### src/rtl/pwt_pkg.sv
package pwt_pkg;

    localparam int REG_W  = 32;
    localparam int LANES  = REG_W / 8;
    localparam int FLAG_W = 4;

    typedef enum logic [1:0] {
        SEL_MODE  = 2'd0,
        SEL_COUNT = 2'd1,
        SEL_STAT  = 2'd2
    } reg_sel_e;

    // mode register bit positions
    localparam int MB_WDOG = 15;
    localparam int MB_RUN  = 12;
    localparam int MB_REP  = 10;
    localparam int MB_IRQ  = 8;

    // status flag positions
    localparam int FB_TMR  = 0;
    localparam int FB_WDOG = 1;

    localparam logic [7:0] KICK_BYTE = 8'hA5;

    typedef struct packed {
        logic wdog;
        logic run;
        logic rep;
        logic irq_en;
    } mode_t;

    function automatic logic [REG_W-1:0] mode_to_word(mode_t m);
        logic [REG_W-1:0] w;
        w          = '0;
        w[MB_WDOG] = m.wdog;
        w[MB_RUN]  = m.run;
        w[MB_REP]  = m.rep;
        w[MB_IRQ]  = m.irq_en;
        return w;
    endfunction

    function automatic mode_t word_to_mode(logic [REG_W-1:0] w);
        mode_t m;
        m.wdog   = w[MB_WDOG];
        m.run    = w[MB_RUN];
        m.rep    = w[MB_REP];
        m.irq_en = w[MB_IRQ];
        return m;
    endfunction

    function automatic logic [REG_W-1:0] lane_mask(logic [LANES-1:0] be);
        logic [REG_W-1:0] m;
        for (int i = 0; i < LANES; i++) begin
            m[8*i +: 8] = {8{be[i]}};
        end
        return m;
    endfunction

endpackage

### src/rtl/pwt_counter.sv
module pwt_counter #(
    parameter int PS_W  = 16,
    parameter int PER_W = 16
) (
    input  logic             clk,
    input  logic             rst,
    input  logic             run,
    input  logic             load,
    input  logic [PS_W-1:0]  ld_ps,
    input  logic [PER_W-1:0] ld_per,
    output logic             expire
);

    logic [PS_W-1:0]  ps_rl, ps_cnt;
    logic [PER_W-1:0] per_rl, per_cnt;
    logic             tick;

    // one-based divider: N-1 wraps 0 to all ones, giving divide by 2^PS_W
    logic [PS_W-1:0] ps_start;
    assign ps_start = ld_ps - PS_W'(1);

    assign tick   = run && (ps_cnt == '0);
    assign expire = tick && (per_cnt <= PER_W'(1));

    always_ff @(posedge clk) begin
        if (rst) begin
            ps_rl   <= '0;
            ps_cnt  <= '0;
            per_rl  <= '0;
            per_cnt <= '0;
        end else if (load) begin
            ps_rl   <= ps_start;
            ps_cnt  <= ps_start;
            per_rl  <= ld_per;
            per_cnt <= ld_per;
        end else if (run) begin
            if (tick) begin
                ps_cnt <= ps_rl;
                if (per_cnt <= PER_W'(1)) per_cnt <= per_rl;
                else                      per_cnt <= per_cnt - PER_W'(1);
            end else begin
                ps_cnt <= ps_cnt - PS_W'(1);
            end
        end
    end

    // the divider never exceeds its reload value while running
    AST_PS_BOUND: assert property (@(posedge clk) disable iff (rst)
        run && !load && !$past(load) && !$past(rst) |-> ps_cnt <= ps_rl) else $error("prescaler out of range");

endmodule

### src/rtl/pwt_regs.sv
module pwt_regs
    import pwt_pkg::*;
#(
    parameter int PS_W  = 16,
    parameter int PER_W = 16
) (
    input  logic              clk,
    input  logic              rst,
    input  logic              bus_we,
    input  logic [1:0]        reg_sel,
    input  logic [LANES-1:0]  bus_be,
    input  logic [REG_W-1:0]  bus_wdata,
    input  logic              expire,
    output logic [REG_W-1:0]  bus_rdata,
    output logic              run,
    output logic              load,
    output logic [PS_W-1:0]   ld_ps,
    output logic [PER_W-1:0]  ld_per,
    output logic              irq,
    output logic              wdt_reset
);

    localparam int CNT_W = PS_W + PER_W;

    mode_t              mode_q, mode_d;
    logic [CNT_W-1:0]   count_q, count_d;
    logic [FLAG_W-1:0]  stat_q, stat_d;
    logic               wdt_q;

    logic mode_wr, kick, cnt_wr, stat_wr, stop_req;
    logic [REG_W-1:0] bmask, cnt_word;

    assign bmask    = lane_mask(bus_be);
    assign cnt_word = REG_W'(count_q);

    assign mode_wr  = bus_we && (reg_sel == SEL_MODE) && bus_be[1];
    assign kick     = bus_we && (reg_sel == SEL_MODE) && (bus_be == 4'b1000)
                      && (bus_wdata[31:24] == KICK_BYTE) && mode_q.wdog;
    assign cnt_wr   = bus_we && (reg_sel == SEL_COUNT) && (|bus_be) && !mode_q.wdog;
    assign stat_wr  = bus_we && (reg_sel == SEL_STAT) && bus_be[0];
    assign stop_req = !bus_wdata[MB_WDOG] && !bus_wdata[MB_RUN];

    always_comb begin
        count_d = count_q;
        if (cnt_wr) count_d = CNT_W'((cnt_word & ~bmask) | (bus_wdata & bmask));
    end

    always_comb begin
        mode_d = mode_q;
        if (expire && !mode_q.rep && !mode_q.wdog) mode_d.run = 1'b0;
        if (mode_wr) begin
            if (!mode_q.wdog) begin
                mode_d = word_to_mode(bus_wdata);
                if (mode_d.wdog) begin
                    mode_d.run    = 1'b1;
                    mode_d.rep    = 1'b0;
                    mode_d.irq_en = 1'b0;
                end
            end else if (stop_req) begin
                mode_d = word_to_mode(bus_wdata);
            end
        end
    end

    always_comb begin
        stat_d = stat_q;
        if (stat_wr) stat_d = stat_q & ~bus_wdata[FLAG_W-1:0];
        if (expire) begin
            if (mode_q.wdog) stat_d[FB_WDOG] = 1'b1;
            else             stat_d[FB_TMR]  = 1'b1;
        end
    end

    assign load = cnt_wr || kick
                  || (mode_d.run && !mode_q.run)
                  || (mode_d.wdog && !mode_q.wdog);
    assign ld_ps  = count_d[CNT_W-1:PER_W];
    assign ld_per = count_d[PER_W-1:0];

    always_ff @(posedge clk) begin
        if (rst) begin
            mode_q  <= '0;
            count_q <= '0;
            stat_q  <= '0;
            wdt_q   <= 1'b0;
        end else begin
            mode_q  <= mode_d;
            count_q <= count_d;
            stat_q  <= stat_d;
            wdt_q   <= expire && mode_q.wdog;
        end
    end

    assign run       = mode_q.run;
    assign irq       = mode_q.irq_en && (|stat_q);
    assign wdt_reset = wdt_q;

    always_comb begin
        case (reg_sel)
            SEL_MODE:  bus_rdata = mode_to_word(mode_q);
            SEL_COUNT: bus_rdata = cnt_word;
            SEL_STAT:  bus_rdata = REG_W'(stat_q);
            default:   bus_rdata = '0;
        endcase
    end

    AST_TMR_FLAG: assert property (@(posedge clk) disable iff (rst)
        expire && !mode_q.wdog |=> stat_q[FB_TMR]) else $error("timer flag missing");

    AST_WD_PULSE: assert property (@(posedge clk) disable iff (rst)
        expire && mode_q.wdog |=> wdt_reset && stat_q[FB_WDOG]) else $error("watchdog pulse missing");

    AST_ONESHOT_STOP: assert property (@(posedge clk) disable iff (rst)
        expire && !mode_q.rep && !mode_q.wdog && !mode_wr |=> !mode_q.run) else $error("one-shot kept running");

    AST_WD_HOLD: assert property (@(posedge clk) disable iff (rst)
        mode_q.wdog && !(mode_wr && stop_req) |=> mode_q.wdog && mode_q.run) else $error("watchdog released");

    AST_CNT_LOCK: assert property (@(posedge clk) disable iff (rst)
        mode_q.wdog |=> $stable(count_q)) else $error("count changed in watchdog");

endmodule

### src/rtl/prescaled_wdog_timer.sv
module prescaled_wdog_timer #(
    parameter int PS_W  = 16,
    parameter int PER_W = 16
) (
    input  logic        clk,
    input  logic        rst,
    input  logic        bus_we,
    input  logic [1:0]  reg_sel,
    input  logic [3:0]  bus_be,
    input  logic [31:0] bus_wdata,
    output logic [31:0] bus_rdata,
    output logic        irq,
    output logic        wdt_reset
);

    logic             run, load, expire;
    logic [PS_W-1:0]  ld_ps;
    logic [PER_W-1:0] ld_per;

    pwt_regs #(.PS_W(PS_W), .PER_W(PER_W)) u_regs (
        .clk       (clk),
        .rst       (rst),
        .bus_we    (bus_we),
        .reg_sel   (reg_sel),
        .bus_be    (bus_be),
        .bus_wdata (bus_wdata),
        .expire    (expire),
        .bus_rdata (bus_rdata),
        .run       (run),
        .load      (load),
        .ld_ps     (ld_ps),
        .ld_per    (ld_per),
        .irq       (irq),
        .wdt_reset (wdt_reset)
    );

    pwt_counter #(.PS_W(PS_W), .PER_W(PER_W)) u_counter (
        .clk    (clk),
        .rst    (rst),
        .run    (run),
        .load   (load),
        .ld_ps  (ld_ps),
        .ld_per (ld_per),
        .expire (expire)
    );

endmodule

### config.mk
export PLATFORM = sky130hd
export DESIGN_NAME = prescaled_wdog_timer
export DESIGN_NICKNAME = d
export VERILOG_FILES = /design/src/rtl/pwt_pkg.sv /design/src/rtl/pwt_counter.sv /design/src/rtl/pwt_regs.sv /design/src/rtl/prescaled_wdog_timer.sv
export SDC_FILE = /design/constraint.sdc
export NUM_CORES = 1
export LEC_CHECK = 0
export ABC_CLOCK_PERIOD_IN_PS = 3600
export BUFFER_PORTS_ARGS = -buffer_cell sky130_fd_sc_hd__buf_2
export CAP_MARGIN = 40
export CORE_UTILIZATION = 48
export CTS_CLUSTER_SIZE = 10
export DETAILED_ROUTE_END_ITERATION = 16
export GPL_TIMING_DRIVEN = 0
export PLACE_DENSITY = 0.76
export SETUP_SLACK_MARGIN = 0.4
export SLEW_MARGIN = 10
export SYNTH_ARGS = -nofsm -noshare
export SYNTH_HDL_FRONTEND = slang
export SYNTH_SLANG_ARGS = --single-unit
### constraint.sdc
create_clock -name clk -period 3.6 [get_ports clk]
set_clock_uncertainty 0.2 [all_clocks]
set_input_delay 0.72 -clock clk [delete_from_list [all_inputs] [get_ports clk]]
set_output_delay 0.72 -clock clk [all_outputs]
set_load 0.05 [all_outputs]
==> out/results.ini <==
[die]
die_area_um2=12200
die_h_um=111
core_um2=11500
die_x_um=111
rows=39
ios=75
initial_core_util_pct=49.4

[pwr]
power_leakage_nw=2.76
power_w=0.00289
ir_worst_vdd_mv=0.248
powerDensity_nw_per_um2=436

[setup_path]
worstReg2RegStart=u_regs.mode_q[3]
critPathSlowestCell=or4_1
crit_required_ns=3.61
crit_buf_inv=3
r2r_slack_ns=0.50
start_kind=input pin
worst_r2r_path_depth=12
crit_path_cell_trace=buf_2, nand4bb_1, buf_4, nor2_4, buf_8, mux2i_4, ha_2, nand4_1, o21a_1, or4_1, nand3_1, a21oi_1
worstSetupEndpointType=register
critical_path_class=input pin to register
crit_cells=12
critical-path-top-delay-family=simple AND/OR/NAND/NOR gates
endpoint=u_counter.ps_cnt[14]
r2r_end=u_counter.ps_cnt[14]
cp.arrival_ns=3.18
critical_path.startpoint=reg_sel[1]
crit_path_max_fanout=10
critical_path.max_stage_delay_ns=0.48

[routing]
drt-total-wl_um=19100
antenna_left=0
num_vias=5969
drtPass1Iterations=5
drc_errors=0
routed_via_density=6.42
routedWlPerCell_um=20.5
drtIter0Drc=603

[placed_design]
dpl_cell_area_um2=6210
io_buffers=71
dp_hpwl_um=13700
gp_congestion=0.935
pre_cts_ws_ns=-0.169

[synthesis]
synth_cell_types=75
ys_seq_area_share_pct=37.1
ys_ff_latch=105
ys_warn_count=0
synthesis.nets=737
syn_area_per_cell_um2=8.19
synthArstFlopShare_pct=0
netlist_instances=691
synth_ff_type=dfxtp_1
synth-edff-count=0
syn_area_um2=5660

[sta]
drv_slew=0
worst_pin_slew_ns=0.989
rsz0062_at_grt=false
slew_headroom_pct=33.9
fmax_ghz=0.316
setup_viol=0
final.setup.worst_slack_ns=0.435
final.min_clock_period_ns=3.17
whs_ns=0.262
finalHoldViolCount=0
fin_crit_sh_pct=87.9

[clock_tree]
cts-root-buf=clkbuf_16
h-tree-depth=3
cts_tree=built
clock_path_buffers=2
cts.sinks=105
clk-insertion-delay-late_ns=0.37
cts_buffers=9
clk_pin_slew_worst_paths_ns=0.07
hold_buffers=0

[global_route]
grt_pass1_vias=5416
gr-total-overflow=0
grt_usage_pct=30.5
grt_pass1_wl_um=29500
grt_max_degree=23
antenna_found_initial=0

[min_path]
hold_path_class=register to register

[run_status]
status=complete, no violations

[finish]
final_area_um2=6630
drive_gt1_share_pct=17.8
fin_util_pct=57.8
final_common_cell=dfxtp_1
layout_common_cells=dfxtp_1, nor2_1, buf_2, nand2_1, a21oi_1
synthToLayoutAreaGrowth_pct=17.1
nNetsFinal=827

[job]
drv_cap=0

Yosys cell counts (5+ instances only):
cell         n  area [um^2]
o21ai_0     33          165
o31ai_1      7         52.6
nor2_1      84          315
o2bb2ai_1    6         52.6
o22ai_1     10         62.6
a211oi_1    17          128
nand3_1     20          100
nor3b_1      6         45.0
or4_1       11         82.6
nor4_1      11         68.8
buf_2       11         55.1
clkbuf_1    22         82.6
ha_1         5         62.6
nand4_1      5         31.3
o21a_1       9         67.6
a31oi_1     10         62.6
nor3_1      16         80.1
a22o_1       9         78.8
inv_1       14         52.6
mux2i_1     35          350
and3_1       8         50.1
and2_1      28          175
o211ai_1     5         37.5
xnor2_1      5         43.8
dfxtp_1    105         2100
a21oi_1     51          255
nand2_1     56          210
flip-flops by register name, summed over array words and instances, names as in the netlist:
name and count:
u_counter.per_cnt 16, u_counter.per_rl 16, u_counter.ps_cnt 16, u_counter.ps_rl 16, u_regs.cnt_word 32, u_regs.mode_q 3
u_regs.run 1, u_regs.stat_q 4, u_regs.wdt_reset 1
area by class of cell:
| type | count | area (um^2) |
|---|---|---|
| Fill cell | 1002 | 4830 |
| Multi-Input combinational cell | 532 | 3360 |
| Sequential cell | 105 | 2100 |
| Timing Repair Buffer | 79 | 415 |
| Clock buffer | 9 | 225 |
| Buffer | 40 | 201 |
| Tap cell | 143 | 179 |
| Clock inverter | 7 | 91.3 |
| Inverter | 14 | 52.6 |
| Antenna cell | 1 | 2.50 |
logic make-up (layout without fill, tap and decap cells):
kind of cell	after synthesis	in the layout	share of synthesized area [%]
other cells	0	1	0
xor+xnor	7	7	1.08
simple gates	285	285	26.6
buf+inv	54	149	4.15
fa+ha+maj	5	5	1.10
compound gates	197	197	23.2
mux	38	38	6.78
flops	105	105	37.1
how the worst min path moves through the flow:
stage                             start             endpoint  slack (ns)  cells after the start
floorplan            u_counter.ps_rl[0]   u_counter.ps_rl[0]        0.23                      2
global placement    u_counter.ps_rl[12]  u_counter.ps_rl[12]        0.24                      2
detailed placement   u_counter.ps_rl[0]   u_counter.ps_rl[0]        0.25                      2
CTS                 u_counter.ps_rl[13]  u_counter.ps_rl[13]        0.26                      2
global route         u_counter.ps_rl[1]   u_counter.ps_rl[1]        0.28                      1
finish              u_counter.ps_rl[13]  u_counter.ps_rl[13]        0.26                      2
through the flow:
| step | setup TNS, ns | cells |
|---|---|---|
| detailed placement | -1.09 | 905 |
| CTS | 0 | 921 |
| floorplan | 0 | 691 |
| global placement | -0.844 | 905 |
| global route | 0 | 929 |
| finish | 0 | 930 |
timing repair:
action                                 in CTS  in global routing
setup buffers                               0                  8
gates resized for setup                     8                  9
endpoints found under the hold margin       0                  0
pin swaps                                   0                  1
setup endpoints to repair                  31                 10
where the power goes:
| part | switching [W] | leakage, nW | total, W | internal [W] |
|---|---|---|---|---|
| sequential | 0.0000503 | 0.854 | 0.00127 | 0.00122 |
| clock | 0.000526 | 0.154 | 0.00103 | 0.000504 |
| combinational | 0.000375 | 1.75 | 0.000599 | 0.000224 |
per-layer routing:
layer	track usage, %	part of all wire [%]	vias to the layer above
li1	-	-	2732
met4	11.0	2.3	0
met2	46.8	45	366
met5	0	0	-
met1	43.2	42	2829
met3	4.88	11	42
tightest hold or removal path: cells and delay by family, from the launching register on:
family,cells,cell delay (ns)
AOI/OAI and AO/OA,1,0.05
DFF,1,0.31
and+or+nand+nor,1,0.05
Note: power is estimated with default switching activity, not from simulation.
